--- config.mk ---
export PLATFORM = sky130hd
export DESIGN_NAME = spi_xaddr_decoder
export DESIGN_NICKNAME = d
export VERILOG_FILES = /design/src/rtl/spi_xad_pkg.sv /design/src/rtl/spi_xad_frontend.sv /design/src/rtl/spi_xad_cmd.sv /design/src/rtl/spi_xad_tx.sv /design/src/rtl/spi_xaddr_decoder.sv
export SDC_FILE = /design/constraint.sdc
export NUM_CORES = 1
export LEC_CHECK = 0
export ABC_CLOCK_PERIOD_IN_PS = 2550
export BUFFER_PORTS_ARGS = -buffer_cell sky130_fd_sc_hd__buf_4
export CAP_MARGIN = 40
export CORE_AREA = 3 3 126 128
export DETAILED_ROUTE_END_ITERATION = 8
export DIE_AREA = 0 0 129 131
export MAX_ROUTING_LAYER = met4
export PLACE_DENSITY = 0.74
export SETUP_SLACK_MARGIN = 0.1
export SKIP_LAST_GASP = 1
export SYNTH_ARGS = -nofsm -noshare
export SYNTH_HDL_FRONTEND = slang
export SYNTH_SLANG_ARGS = --single-unit
--- constraint.sdc ---
create_clock -name clk -period 2.55 [get_ports clk]
set_input_delay 0.51 -clock clk [delete_from_list [all_inputs] [get_ports clk]]
set_output_delay 0.51 -clock clk [all_outputs]
set_load 0.05 [all_outputs]
--- src/rtl/spi_xad_pkg.sv ---
package spi_xad_pkg;

   localparam logic [7:0] OPC_WREN  = 8'h06;
   localparam logic [7:0] OPC_READ  = 8'h03;
   localparam logic [7:0] OPC_PROG  = 8'h02;
   localparam logic [7:0] OPC_RDSR  = 8'h05;
   localparam logic [7:0] OPC_WRXA  = 8'hC5;
   localparam logic [7:0] OPC_RDXA  = 8'hC8;
   localparam logic [7:0] OPC_ER4K  = 8'h20;
   localparam logic [7:0] OPC_ER32K = 8'h52;
   localparam logic [7:0] OPC_ER64K = 8'hD8;

   typedef enum logic [1:0] {
      OPK_NONE  = 2'd0,
      OPK_READ  = 2'd1,
      OPK_PROG  = 2'd2,
      OPK_ERASE = 2'd3
   } op_kind_e;

   typedef enum logic [1:0] {
      ESZ_4K  = 2'd0,
      ESZ_32K = 2'd1,
      ESZ_64K = 2'd2,
      ESZ_NA  = 2'd3
   } erase_size_e;

   function automatic erase_size_e erase_size_of(input logic [7:0] opc);
      case (opc)
         OPC_ER4K:  return ESZ_4K;
         OPC_ER32K: return ESZ_32K;
         OPC_ER64K: return ESZ_64K;
         default:   return ESZ_NA;
      endcase
   endfunction

endpackage

--- src/rtl/spi_xad_frontend.sv ---
module spi_xad_frontend #(
   parameter int SYNC_STAGES = 2,
   parameter int BYTE_W      = 8,
   localparam int BIT_CW     = $clog2(BYTE_W)
) (
   input  logic              clk,
   input  logic              rst,
   input  logic              sclk,
   input  logic              cs_n,
   input  logic              mosi,
   output logic              sclk_fall,
   output logic              frame_end,
   output logic              byte_done,
   output logic [BYTE_W-1:0] rx_byte
);

   logic sclk_s, cs_s, mosi_s;

   generate
      if (SYNC_STAGES == 1) begin : g_sync1
         always_ff @(posedge clk) begin
            if (rst) begin
               sclk_s <= 1'b0;
               cs_s   <= 1'b1;
               mosi_s <= 1'b0;
            end else begin
               sclk_s <= sclk;
               cs_s   <= cs_n;
               mosi_s <= mosi;
            end
         end
      end else begin : g_syncn
         logic [SYNC_STAGES-1:0] sclk_sr, cs_sr, mosi_sr;
         always_ff @(posedge clk) begin
            if (rst) begin
               sclk_sr <= '0;
               cs_sr   <= '1;
               mosi_sr <= '0;
            end else begin
               sclk_sr <= {sclk_sr[SYNC_STAGES-2:0], sclk};
               cs_sr   <= {cs_sr[SYNC_STAGES-2:0], cs_n};
               mosi_sr <= {mosi_sr[SYNC_STAGES-2:0], mosi};
            end
         end
         assign sclk_s = sclk_sr[SYNC_STAGES-1];
         assign cs_s   = cs_sr[SYNC_STAGES-1];
         assign mosi_s = mosi_sr[SYNC_STAGES-1];
      end
   endgenerate

   logic sclk_d, cs_d, sclk_rise;
   logic [BIT_CW-1:0] bit_cnt;
   logic [BYTE_W-1:0] shreg;

   always_ff @(posedge clk) begin
      if (rst) begin
         sclk_d <= 1'b0;
         cs_d   <= 1'b1;
      end else begin
         sclk_d <= sclk_s;
         cs_d   <= cs_s;
      end
   end

   assign sclk_rise = sclk_s & ~sclk_d & ~cs_s;
   assign sclk_fall = ~sclk_s & sclk_d & ~cs_s;
   assign frame_end = cs_s & ~cs_d;

   always_ff @(posedge clk) begin
      if (rst) begin
         bit_cnt   <= '0;
         shreg     <= '0;
         byte_done <= 1'b0;
         rx_byte   <= '0;
      end else begin
         byte_done <= 1'b0;
         if (cs_s) begin
            bit_cnt <= '0;
         end else if (sclk_rise) begin
            shreg <= {shreg[BYTE_W-2:0], mosi_s};
            if (bit_cnt == BIT_CW'(BYTE_W-1)) begin
               bit_cnt   <= '0;
               byte_done <= 1'b1;
               rx_byte   <= {shreg[BYTE_W-2:0], mosi_s};
            end else begin
               bit_cnt <= bit_cnt + 1'b1;
            end
         end
      end
   end

endmodule

--- src/rtl/spi_xad_cmd.sv ---
module spi_xad_cmd
   import spi_xad_pkg::*;
#(
   parameter int LOW_BYTES = 3,
   parameter int MAX_PROG  = 256,
   localparam int ADDR_W   = 8 * LOW_BYTES,
   localparam int CNT_W    = $clog2(MAX_PROG + LOW_BYTES + 2) + 1
) (
   input  logic              clk,
   input  logic              rst,
   input  logic              byte_done,
   input  logic [7:0]        rx_byte,
   input  logic              frame_end,
   input  logic              busy,
   output logic              op_valid,
   output op_kind_e          op_kind,
   output erase_size_e       op_esz,
   output logic [ADDR_W+7:0] op_addr,
   output logic              wr_valid,
   output logic [7:0]        wr_data,
   output logic              tx_arm,
   output logic [7:0]        tx_byte
);

   logic [7:0]        opc, xa, xa_new;
   logic [ADDR_W-1:0] low_addr;
   logic [CNT_W-1:0]  idx, ndata;
   logic              ovf, wel;
   logic              is_erase, addr_done;

   assign is_erase  = (erase_size_of(opc) != ESZ_NA);
   assign addr_done = (idx > CNT_W'(LOW_BYTES));
   assign tx_byte   = (opc == OPC_RDXA) ? xa : {6'b0, wel, busy};

   always_ff @(posedge clk) begin
      if (rst) begin
         opc      <= '0;
         xa       <= '0;
         xa_new   <= '0;
         low_addr <= '0;
         idx      <= '0;
         ndata    <= '0;
         ovf      <= 1'b0;
         wel      <= 1'b0;
         op_valid <= 1'b0;
         op_kind  <= OPK_NONE;
         op_esz   <= ESZ_NA;
         op_addr  <= '0;
         wr_valid <= 1'b0;
         wr_data  <= '0;
         tx_arm   <= 1'b0;
      end else begin
         op_valid <= 1'b0;
         wr_valid <= 1'b0;
         tx_arm   <= 1'b0;
         if (byte_done) begin
            if (idx != '1) idx <= idx + 1'b1;
            if (idx == '0) begin
               opc   <= rx_byte;
               ndata <= '0;
               ovf   <= 1'b0;
               if (rx_byte == OPC_WREN) wel <= 1'b1;
               if (rx_byte == OPC_RDSR || rx_byte == OPC_RDXA) tx_arm <= 1'b1;
            end else if (idx <= CNT_W'(LOW_BYTES)) begin
               low_addr <= {low_addr[ADDR_W-9:0], rx_byte};
               if (idx == CNT_W'(1)) xa_new <= rx_byte;
               if (idx == CNT_W'(LOW_BYTES) && opc == OPC_READ) begin
                  op_valid <= 1'b1;
                  op_kind  <= OPK_READ;
                  op_esz   <= ESZ_NA;
                  op_addr  <= {xa, low_addr[ADDR_W-9:0], rx_byte};
               end
            end else if (opc == OPC_PROG) begin
               if (ndata == CNT_W'(MAX_PROG)) begin
                  ovf <= 1'b1;
               end else begin
                  ndata <= ndata + 1'b1;
                  if (wel) begin
                     wr_valid <= 1'b1;
                     wr_data  <= rx_byte;
                  end
               end
            end
         end
         if (frame_end) begin
            idx <= '0;
            if (wel) begin
               if (opc == OPC_PROG && addr_done && ndata != '0 && !ovf) begin
                  op_valid <= 1'b1;
                  op_kind  <= OPK_PROG;
                  op_esz   <= ESZ_NA;
                  op_addr  <= {xa, low_addr};
                  wel      <= 1'b0;
               end else if (is_erase && addr_done) begin
                  op_valid <= 1'b1;
                  op_kind  <= OPK_ERASE;
                  op_esz   <= erase_size_of(opc);
                  op_addr  <= {xa, low_addr};
                  wel      <= 1'b0;
               end else if (opc == OPC_WRXA && idx >= CNT_W'(2)) begin
                  xa  <= xa_new;
                  wel <= 1'b0;
               end
            end
         end
      end
   end

   p_kind_named_r2: assert property (@(posedge clk) disable iff (rst)
      op_valid |-> op_kind != OPK_NONE);
   p_no_spurious_op_r9: assert property (@(posedge clk) disable iff (rst)
      (!byte_done && !frame_end) |=> !op_valid);
   p_wel_drop_r10: assert property (@(posedge clk) disable iff (rst)
      (op_valid && op_kind != OPK_READ) |-> !wel);
   p_xa_at_end_r6: assert property (@(posedge clk) disable iff (rst)
      (xa != $past(xa)) |-> $past(frame_end));
   p_no_overflow_r4: assert property (@(posedge clk) disable iff (rst)
      wr_valid |-> (ndata != '0 && ndata <= CNT_W'(MAX_PROG)));
   p_gate_wel_r5: assert property (@(posedge clk) disable iff (rst)
      wr_valid |-> wel);

endmodule

--- src/rtl/spi_xad_tx.sv ---
module spi_xad_tx #(
   parameter int BYTE_W = 8,
   localparam int BIT_CW = $clog2(BYTE_W)
) (
   input  logic              clk,
   input  logic              rst,
   input  logic              sclk_fall,
   input  logic              frame_end,
   input  logic              arm,
   input  logic [BYTE_W-1:0] load_byte,
   output logic              miso
);

   logic              pend, act;
   logic [BYTE_W-1:0] sh;
   logic [BIT_CW-1:0] cnt;

   always_ff @(posedge clk) begin
      if (rst || frame_end) begin
         pend <= 1'b0;
         act  <= 1'b0;
         sh   <= '0;
         cnt  <= '0;
      end else begin
         if (arm) pend <= 1'b1;
         if (sclk_fall) begin
            if (pend || (act && cnt == BIT_CW'(BYTE_W-1))) begin
               sh   <= load_byte;
               cnt  <= '0;
               act  <= 1'b1;
               pend <= 1'b0;
            end else if (act) begin
               sh  <= sh << 1;
               cnt <= cnt + 1'b1;
            end
         end
      end
   end

   assign miso = sh[BYTE_W-1];

   p_miso_on_fall_r7: assert property (@(posedge clk) disable iff (rst)
      !(sclk_fall || frame_end) |=> $stable(miso));

endmodule

--- src/rtl/spi_xaddr_decoder.sv ---
module spi_xaddr_decoder
   import spi_xad_pkg::*;
#(
   parameter int SYNC_STAGES    = 2,
   parameter int LOW_ADDR_BYTES = 3,
   parameter int MAX_PROG_BYTES = 256
) (
   input  logic                        clk,
   input  logic                        rst,
   input  logic                        spi_sclk,
   input  logic                        spi_cs_n,
   input  logic                        spi_mosi,
   output logic                        spi_miso,
   input  logic                        dev_busy,
   output logic                        op_valid,
   output logic [1:0]                  op_kind,
   output logic [1:0]                  op_erase_size,
   output logic [8*LOW_ADDR_BYTES+7:0] op_addr,
   output logic                        wr_data_valid,
   output logic [7:0]                  wr_data
);

   generate
      if (SYNC_STAGES < 1) begin : g_bad_sync
         $error("SYNC_STAGES must be at least 1");
      end
      if (LOW_ADDR_BYTES < 2 || LOW_ADDR_BYTES > 4) begin : g_bad_addr
         $error("LOW_ADDR_BYTES must lie in 2..4");
      end
      if (MAX_PROG_BYTES < 1) begin : g_bad_prog
         $error("MAX_PROG_BYTES must be at least 1");
      end
   endgenerate

   logic        sclk_fall, frame_end, byte_done, tx_arm;
   logic [7:0]  rx_byte, tx_byte;
   op_kind_e    kind_w;
   erase_size_e esz_w;

   spi_xad_frontend #(.SYNC_STAGES(SYNC_STAGES), .BYTE_W(8)) fe_i (
      .clk(clk), .rst(rst), .sclk(spi_sclk), .cs_n(spi_cs_n), .mosi(spi_mosi),
      .sclk_fall(sclk_fall), .frame_end(frame_end),
      .byte_done(byte_done), .rx_byte(rx_byte)
   );

   spi_xad_cmd #(.LOW_BYTES(LOW_ADDR_BYTES), .MAX_PROG(MAX_PROG_BYTES)) cmd_i (
      .clk(clk), .rst(rst), .byte_done(byte_done), .rx_byte(rx_byte),
      .frame_end(frame_end), .busy(dev_busy),
      .op_valid(op_valid), .op_kind(kind_w), .op_esz(esz_w), .op_addr(op_addr),
      .wr_valid(wr_data_valid), .wr_data(wr_data),
      .tx_arm(tx_arm), .tx_byte(tx_byte)
   );

   spi_xad_tx #(.BYTE_W(8)) tx_i (
      .clk(clk), .rst(rst), .sclk_fall(sclk_fall), .frame_end(frame_end),
      .arm(tx_arm), .load_byte(tx_byte), .miso(spi_miso)
   );

   assign op_kind       = kind_w;
   assign op_erase_size = esz_w;

endmodule

==> results of run 1 <==
==> sequential cells by signal (all words and copies together), names as in the netlist, 3 cells and up <==
register and count:
cmd_i.opc 8, fe_i.rx_byte 8, cmd_i.op_addr 32, cmd_i.idx 10, fe_i.shreg 7, cmd_i.xa_new 8
tx_i.cnt 3, fe_i.bit_cnt 3, tx_i.sh 8, cmd_i.wr_data 8, cmd_i.low_addr 24, cmd_i.ndata 10
cmd_i.xa 8
==> path summary, 6_finish.rpt <==
kind / slack [ns] / endpoint / cells after the start / from
setup / recovery: 0.17 / cmd_i.op_addr[5] / 6 / cmd_i.idx[6]
hold / removal: 0.27 / fe_i.g_syncn.cs_sr[0] / 2 / spi_cs_n
setup reg to reg: 0.17 / cmd_i.op_addr[5] / 6 / cmd_i.idx[6]
hold reg to reg: 0.42 / fe_i.g_syncn.cs_sr[1] / 1 / fe_i.g_syncn.cs_sr[0]
==> through the flow <==
stage	utilization (%)	hold WS, ns	cell area (um2)
finish	52.99	0.2692	7936
global route	52.99	0.2633	7936
CTS	52.78	0.2533	7905
detailed placement	48.82	0.4059	7312
global placement	48.77	0.3972	7305
floorplan	-	0.3895	6633
==> placed cells by master, fill, tap and decap left out, drive strengths merged, types with 9 or more instances in the layout <==
master and count:
a211oi 48, a21oi 61, buf 89, clkbuf 22, dfxtp 157, ha 10, inv 9, mux2i 60
nand2 107, nand2b 18, nand3 21, nand4 15, nor2 68, nor3 16, xor2 14
==> logic make-up (layout without fill, tap and decap cells) <==
logic type | Yosys count | after routing
AND/OR/NAND/NOR | 291 | 291
buffers and inverters | 66 | 131
multiplexers | 63 | 63
AO/OA/AOI/OAI | 142 | 142
adder cells (fa/ha/maj) | 10 | 10
XOR/XNOR | 15 | 15
flip-flops | 157 | 157
==> worst register-to-register path, stage by stage (launching register included) <==
cell and delay (ns):
dfxtp_1 0.34, or4_4 0.58, or4_4 0.51, or2_4 0.30, buf_12 0.17, mux2i_1 0.15, a211oi_1 0.25
==> what timing repair did <==
item,4_1_cts,5_1_grt
gates resized for setup,0,2
pin swaps,1,3
setup buffers,0,0
gates cloned,0,1
setup endpoints to repair,1,21
hold buffers,0,0
==> routing by layer <==
metal  part of all wire [%]  global-route usage (%)
met1                     50                   27.51
met2                     44                   27.32
met3                    5.4                   4.553
met4                    1.3                   6.424
met5                      0                       -
==> layout make-up <==
class,count,area (um2),area share (%)
inverter,9,33.78,0.4257
sequential,157,3143,39.60
clock buffer,21,450.4,5.676
multi-input combinational,521,3226,40.64
tap,188,235.2,2.964
clock inverter,11,142.6,1.797
timing repair buffer,90,705.7,8.892
==> report_power, final <==
group | switching (mW) | internal (mW)
Sequential | 0.00289 | 2.46
Combinational | 0.0457 | 0.0206
Clock | 0.969 | 1.56
Total | 1.02 | 4.04
==> impl_metrics.csv, run 1 <==
group,metric,value,unit
clocking,insertion_delay,0.42,ns
worst_setup_path,end_kind,"register",
run,cap_violations,0,
logic_synthesis,synth-simple-area-share,20.96,%
clocking,clock_sinks,157,
worst_setup_path,cpMostUsedCell,"or4_4",
worst_setup_path,required,2.88,ns
global_routing,grt.total_usage,19.44,%
routing,drt-pass1-iter-count,8,
sta,slew-limit-headroom,41.82,%
sta,fin_crit_sh,93.23,%
global_routing,grt_pass1_wl,25440,um
worst_setup_path,path_buf_inv,1,
worst_setup_path,crit_type,"register to register",
floorplan,die_w,129,um
clocking,tritoncts,"done",
clocking,cts-htree-levels,4,
routing,drtIter0Drc,588,
floorplan,chipHeight,131,um
logic_synthesis,synth_common_cells,"dfxtp_1 (157), nand2_1 (107), nor2_1 (68)",
placement,io_buffer_count,52,
logic_synthesis,muxShareOfSynthArea,9.564,%
routing,wirelength,15860,um
sta,setup-violations-final,0,
sta,hold_violations,0,
sta,worst_clock_skew,0.009206,ns
floorplan,row_count,45,
logic_synthesis,yosysSeqAreaShare,47.39,%
power,vdd_ir_drop_max,0.5345,mV
logic_synthesis,synthAdderAreaFrac,1.886,%
floorplan,core-area,14980,um2
sta,tns,0,ns
logic_synthesis,yosys.area_share.xor_xnor,1.981,%
logic_synthesis,syn_inst,744,
logic_synthesis,syn_area,6633,um2
global_routing,grt_pass1_vias,5024,
logic_synthesis,ys_types,54,
sta,min_period,2.377,ns
placement,gpl.final_weighted_congestion,0.9472,
logic_synthesis,synth-compound-area-share,14.05,%
clocking,cts_made_buffers,17,
cells_and_area,drive_gt1_share,16.32,%
logic_synthesis,synth_top_family_by_area,"simple AND/OR/NAND/NOR gates",
logic_synthesis,synth_edf_count,0,
logic_synthesis,synth_seq_cells,157,
cells_and_area,syn2layout_area_growth,19.66,%
routing,drt-vias-per-instance,5.521,
logic_synthesis,netlist.area_leader.share,47.39,%
routing,routedWlPerCell,15.91,um
routing,drc,0,
floorplan,dieArea,16900,um2
clocking,ctsLongestPathBuffers,2,
sta,grt_setup_unrepaired,"no",
worst_setup_path,critPathMaxFanout,14,
floorplan,ioPinCount,53,
placement,dp_cells,964,
logic_synthesis,synth.avg_cell_area,8.915,um2
global_routing,gr-total-overflow,0,
sta,setup_ws,0.1726,ns
sta,max_freq,420.6,MHz
logic_synthesis,yosysTopAreaCell,"dfxtp_1",
clocking,root_buffer,"clkbuf_16",
clocking,clk_pin_slew,0.06,ns
logic_synthesis,synth.most_common_cell,"dfxtp_1",
routing,vias,5504,
hold_path,min_path_type,"input pin to register",
logic_synthesis,synthesis.nets,760,
worst_setup_path,arrival,2.71,ns
worst_setup_path,crit_chain,"or4_4 -> or4_4 -> or2_4 -> buf_12 -> mux2i_1 -> a211oi_1",
worst_setup_path,cpPeakStageDelay,0.58,ns
placement,dp_slack,0.1055,ns
sta,finalMaxSlewViolations,0,
logic_synthesis,ys.flop_type,"dfxtp_1",
routing,drtAntennaViolNets,0,
cells_and_area,final_cells,997,
logic_synthesis,synth_top_cells_by_area,"dfxtp_1 (47%), mux2i_1 (9.1%), nand2_1 (6.1%)",
run_status,outcome,"complete, no violations",
worst_setup_path,slowest_stage,"or4_4",
worst_setup_path,critical_path.top_delay_family,"simple AND/OR/NAND/NOR gates",
power,power_density,637.1,nW/um2
sta,worst_pin_slew,0.8689,ns
logic_synthesis,async_flop_share,0,%
worst_setup_path,crit_path_start_kind,"register",
global_routing,grt_start_max_net_pins,52,
placement,hpwl,10310,um
floorplan,initial_core_util,44.29,%
cells_and_area,diodes,0,
global_routing,grt_antenna_before_repair,0,
logic_synthesis,ys_warn_count,0,
cells_and_area,nFillCells,1383,
power,finalPower,5.056,mW
cells_and_area,fin_nets,812,
power,power_leakage,3.240,nW
(Power assumes the default switching activity.)
==> run 2: changes to the inputs <==
CORE_AREA = 3 3 115 117   (was 3 3 126 128)
DIE_AREA = 0 0 118 120   (was 0 0 129 131)
PLACE_DENSITY = 0.85   (was 0.74)
==> impl_metrics.csv, run 2 (synthesized netlist as in run 1, its figures left out) <==
group,metric,value,unit
run_status,outcome,"complete, no violations",
routing,routedWlPerCell,16.02,um
clocking,cts-htree-levels,4,
global_routing,grt_antenna_before_repair,0,
worst_setup_path,end_kind,"register",
power,power_frac_seq,48.5,%
floorplan,core-area,12470,um2
worst_setup_path,cpMostUsedCell,"or4_4",
worst_setup_path,critPathMaxFanout,27,
sta,tns,0,ns
worst_setup_path,crit_chain,"or4_4 -> or4_4 -> or2_1 -> buf_12 -> mux2i_1 -> a211oi_2",
floorplan,chipHeight,120,um
power,p_int,4.021,mW
placement,gpl.final_weighted_congestion,0.9394,
sta,finalMaxSlewViolations,0,
power,switchingPower,1.057,mW
power,switching_share,20.82,%
global_routing,grt_start_max_net_pins,54,
power,finalPower,5.078,mW
clocking,ctsLongestPathBuffers,2,
placement,dp_slack,0.1468,ns
power,combPwrFrac,1.3,%
sta,worst_clock_skew,0.009428,ns
worst_setup_path,timing.rr.end,"cmd_i.op_addr[13]",
cells_and_area,fin_nets,801,
routing,wirelength,15540,um
cells_and_area,largest_reg_flops,32,
sta,setup_ws,0.1503,ns
clocking,insertion_delay,0.42,ns
global_routing,grt_pass1_wl,26000,um
worst_setup_path,slowest_stage,"or4_4",
cells_and_area,mostFrequentLayoutCell,"dfxtp_1",
cells_and_area,layout_common_cells,"dfxtp_1 (157), nand2_1 (107), buf_4 (76), nor2_1 (68), a21oi_1 (61)",
worst_setup_path,r2r-start,"cmd_i.idx[6]",
cells_and_area,max_flop_register,"cmd_i.op_addr",
run,cap_violations,0,
clocking,cts_hold_buf,0,
floorplan,initial_core_util,53.21,%
global_routing,gr-total-overflow,0,
cells_and_area,syn2layout_area_growth,18.75,%
placement,io_buffer_count,52,
floorplan,die_w,118,um
worst_setup_path,crit_type,"register to register",
sta,setup-violations-final,0,
power,power_density,644.7,nW/um2
clocking,root_buffer,"clkbuf_16",
floorplan,row_count,41,
placement,hpwl,10070,um
floorplan,dieArea,14160,um2
sta,min_period,2.400,ns
global_routing,grt.total_usage,22.96,%
cells_and_area,final_util,63.18,%
power,vdd_ir_drop_max,0.7673,mV
routing,drt-pass1-iter-count,5,
power,power_frac_clock,50.3,%
sta,worst_pin_slew,0.8914,ns
routing,drt-vias-per-instance,5.767,
routing,drtIter0Drc,575,
power,power_leakage,3.195,nW
routing,vias,5594,
worst_setup_path,r2r.worst_path.cells,6,
global_routing,grt_pass1_vias,5289,
floorplan,ioPinCount,53,
routing,drtAntennaViolNets,0,
clocking,tritoncts,"done",
worst_setup_path,endpoint,"cmd_i.op_addr[13]",
worst_setup_path,crit_start,"cmd_i.idx[6]",
sta,fin_crit_sh,94.10,%
worst_setup_path,arrival,2.74,ns
cells_and_area,drive_gt1_share,15.91,%
worst_setup_path,r2r_slack,0.15,ns
routing,drc,0,
worst_setup_path,crit_path_start_kind,"register",
clocking,clock_sinks,157,
clocking,postCtsSetupRepairBufs,0,
sta,hold_violations,0,
worst_setup_path,required,2.89,ns
cells_and_area,largestRegisters,"cmd_i.op_addr: 32 flops, cmd_i.low_addr: 24 flops",
sta,grt_setup_unrepaired,"no",
worst_setup_path,cpPeakStageDelay,0.59,ns
sta,max_freq,416.7,MHz
sta,slew-limit-headroom,40.58,%
clocking,cts_made_buffers,17,
clocking,clk_pin_slew,0.06,ns
hold_path,min_path_type,"input pin to register",
cells_and_area,diodes,0,
==> run 2: cell types whose count changed in the layout (fill, tap and decap cells not counted), sizes merged <==
| cell | before | now |
|---|---|---|
| buf | 89 | 79 |
| clkbuf | 22 | 19 |
| clkinv | 6 | 4 |
| clkinvlp | 2 | 4 |
| inv | 9 | 11 |
==> run 2: routing by layer <==
metal / up-vias / global-route usage (%) / wire length [um]
met5: - / - / 0
met4: 0 / 7.692 / 256
met3: 24 / 5.372 / 862
met2: 191 / 35.61 / 7396
met1: 2681 / 29.83 / 7022
li1: 2698 / - / -
==> run 2: how the worst min path moves through the flow <==
stage	from	endpoint	slack, ns	cells past startpoint
floorplan	fe_i.g_syncn.cs_sr[0]	fe_i.g_syncn.cs_sr[1]	0.39	1
global placement	fe_i.g_syncn.cs_sr[0]	fe_i.g_syncn.cs_sr[1]	0.40	1
detailed placement	fe_i.g_syncn.cs_sr[0]	fe_i.g_syncn.cs_sr[1]	0.40	1
CTS	spi_cs_n	fe_i.g_syncn.cs_sr[0]	0.26	2
global route	spi_cs_n	fe_i.g_syncn.cs_sr[0]	0.27	2
finish	spi_cs_n	fe_i.g_syncn.cs_sr[0]	0.27	2
==> run 2: critical path: cells and delay by family, from the launching register on <==
| family | cells | cell delay (ns) |
|---|---|---|
| flip-flops | 1 | 0.34 |
| multiplexers | 1 | 0.15 |
| AO/OA/AOI/OAI | 1 | 0.24 |
| AND/OR/NAND/NOR | 3 | 1.39 |
| buffers and inverters | 1 | 0.19 |
==> run 2: layout make-up <==
cell class | instances | area [um2]
clock inverter | 13 | 165.2
tap | 172 | 215.2
sequential | 157 | 3143
inverter | 9 | 33.78
clock buffer | 19 | 432.9
multi-input combinational | 521 | 3256
fill | 986 | 4589
timing repair buffer | 79 | 630.6
==> run 2: repair_timing <==
action | in CTS | in global routing
cloned | 0 | 0
endpoints found under the setup margin | 1 | 32
pin swaps | 0 | 6
gates resized for setup | 1 | 6
==> run 2: power by group through the flow <==
stage	logic [mW]	clock network [mW]	registers (mW)
floorplan	0.0466	0	2.51
global placement	0.0637	0	2.52
detailed placement	0.0635	0	2.52
CTS	0.0639	2.58	2.46
global route	0.0696	2.69	2.46
finish	0.0639	2.55	2.46
==> run 2: through the flow <==
step                      std cells  area, um2  hold WS [ns]
after floorplan                 744       6633        0.3895
after global placement          938       7242        0.3974
after detailed placement        938       7242        0.3964
after CTS                       970       7845        0.2614
after global routing            970       7876        0.2657
final                           970       7876        0.2725
==> run 3: changes to the inputs <==
HOLD_SLACK_MARGIN = 0.03   (was not set)
PLACE_DENSITY = 0.78   (was 0.85)
==> impl_metrics.csv, run 3 (synthesized netlist as in run 1, its figures left out) <==
group,metric,value,unit
run_status,outcome,"complete, no violations",
worst_setup_path,critPathMaxFanout,27,
worst_setup_path,end_kind,"register",
routing,drtAntennaViolNets,0,
sta,setup-violations-final,0,
routing,top_layer,"met4",
global_routing,grt_antenna_before_repair,0,
global_routing,grt_pass1_vias,5396,
worst_setup_path,required,2.88,ns
sta,worst_clock_skew,0.01004,ns
run,cap_violations,0,
clocking,tritoncts,"done",
placement,gpl.final_weighted_congestion,0.9195,
power,combPwrFrac,1.2,%
global_routing,gr-total-overflow,0,
sta,slew-limit-headroom,43.88,%
routing,vias,5600,
cells_and_area,mostFrequentLayoutCell,"dfxtp_1",
sta,hold_violations,0,
routing,dr_wl_met2,7899,um
power,power_frac_seq,46.8,%
cells_and_area,drive_gt1_share,15.37,%
floorplan,row_count,41,
cells_and_area,final_cells,966,
clocking,postCtsSetupRepairBufs,0,
cells_and_area,fin_nets,797,
cells_and_area,diodes,0,
power,power_leakage,3.187,nW
sta,tns,0,ns
global_routing,grt_pass1_wl,26220,um
global_routing,grt.total_usage,23.27,%
cells_and_area,layout_common_cells,"dfxtp_1 (157), nand2_1 (107), buf_4 (73), nor2_1 (68), a21oi_1 (61)",
clocking,cts_hold_buf,0,
power,vdd_ir_drop_max,0.4694,mV
power,power_frac_clock,52.0,%
routing,wl_met1,6747,um
cells_and_area,largestRegisters,"cmd_i.op_addr: 32 flops, cmd_i.low_addr: 24 flops",
cells_and_area,largest_reg_flops,32,
floorplan,initial_core_util,53.21,%
floorplan,die_w,118,um
routing,drt-pass1-iter-count,5,
clocking,root_buffer,"clkbuf_16",
clocking,cts-htree-levels,4,
placement,hpwl,10130,um
power,switching_share,20.09,%
sta,min_period,2.368,ns
sta,worst_pin_slew,0.8382,ns
global_routing,grt_start_max_net_pins,46,
sta,grt_setup_unrepaired,"yes",
floorplan,ioPinCount,53,
placement,dp_cells,934,
worst_setup_path,crit_path_start_kind,"register",
hold_path,min_path_type,"input pin to register",
worst_setup_path,arrival,2.70,ns
floorplan,dieArea,14160,um2
clocking,clock_sinks,157,
cells_and_area,max_flop_register,"cmd_i.op_addr",
floorplan,chipHeight,120,um
cells_and_area,syn2layout_area_growth,18.62,%
routing,drtIter0Drc,587,
clocking,cts_made_buffers,17,
routing,wirelength,15810,um
routing,drt-vias-per-instance,5.797,
routing,drc,0,
sta,fin_crit_sh,92.85,%
power,p_int,4.201,mW
sta,finalMaxSlewViolations,0,
placement,io_buffer_count,52,
worst_setup_path,crit_type,"register to register",
routing,routedWlPerCell,16.36,um
clocking,clk_pin_slew,0.06,ns
clocking,insertion_delay,0.42,ns
power,switchingPower,1.056,mW
power,power_density,668.1,nW/um2
floorplan,core-area,12470,um2
routing,route.met3.wl,812,um
sta,max_freq,422.4,MHz
clocking,ctsLongestPathBuffers,2,
==> run 3: area by class of cell <==
cell class	count	area (um2)
clock inverters	12	182.7
fillers	1002	4598
repair buffers	75	588.1
inverters	9	33.78
flip-flops and latches	157	3143
clock buffers	20	466.7
multi-input cells	521	3238
well taps	172	215.2
==> run 3: what timing repair did <==
item                       CTS  global route
resized for setup            0             4
hold endpoints to repair     0             0
setup endpoints to repair    0            40
==> run 3: critical path, cell delays in order, from the launching register on <==
cell and delay [ns]:
dfxtp_1 0.32, or4_4 0.57, or4_4 0.51, or2_1 0.28, buf_12 0.19, mux2i_1 0.14, a211oi_1 0.26
==> run 3: stage by stage <==
step	instance area [um2]	hold slack (ns)	total power [mW]	util (%)	setup slack, ns
final	7868	0.2756	5.257	63.11	0.1824
after global routing	7868	0.2615	5.393	63.11	0.08534
after CTS	7849	0.2578	5.293	62.96	0.1060
after detailed placement	7199	0.3983	2.578	57.75	0.1423
after global placement	7199	0.3973	2.577	57.75	0.2064
after floorplan	6633	0.3895	2.561	-	0.1100
==> run 3: power groups by stage <==
stage	logic (mW)	clock network, mW	registers (mW)
2_1_floorplan	0.0466	0	2.51
3_3_place_gp	0.0619	0	2.51
4_1_cts	0.0632	2.77	2.46
3_5_place_dp	0.0634	0	2.52
5_1_grt	0.0685	2.86	2.46
6_report	0.0630	2.73	2.46
==> run 3: worst paths after layout <==
path	start	end	slack, ns	depth (start not counted)
worst max register to register	cmd_i.idx[8]	cmd_i.op_addr[18]	0.18	6
worst min-delay path	spi_cs_n	fe_i.g_syncn.cs_sr[0]	0.28	2
worst min register to register	fe_i.g_syncn.cs_sr[0]	fe_i.g_syncn.cs_sr[1]	0.41	1
worst max-delay path	cmd_i.idx[8]	cmd_i.op_addr[18]	0.18	6
==> run 3: layer usage <==
| layer | vias to the layer above | GRT usage (%) |
|---|---|---|
| met5 | - | - |
| met4 | 0 | 8.645 |
| met3 | 28 | 5.608 |
| met2 | 166 | 38.27 |
| met1 | 2713 | 27.98 |
| li1 | 2693 | - |
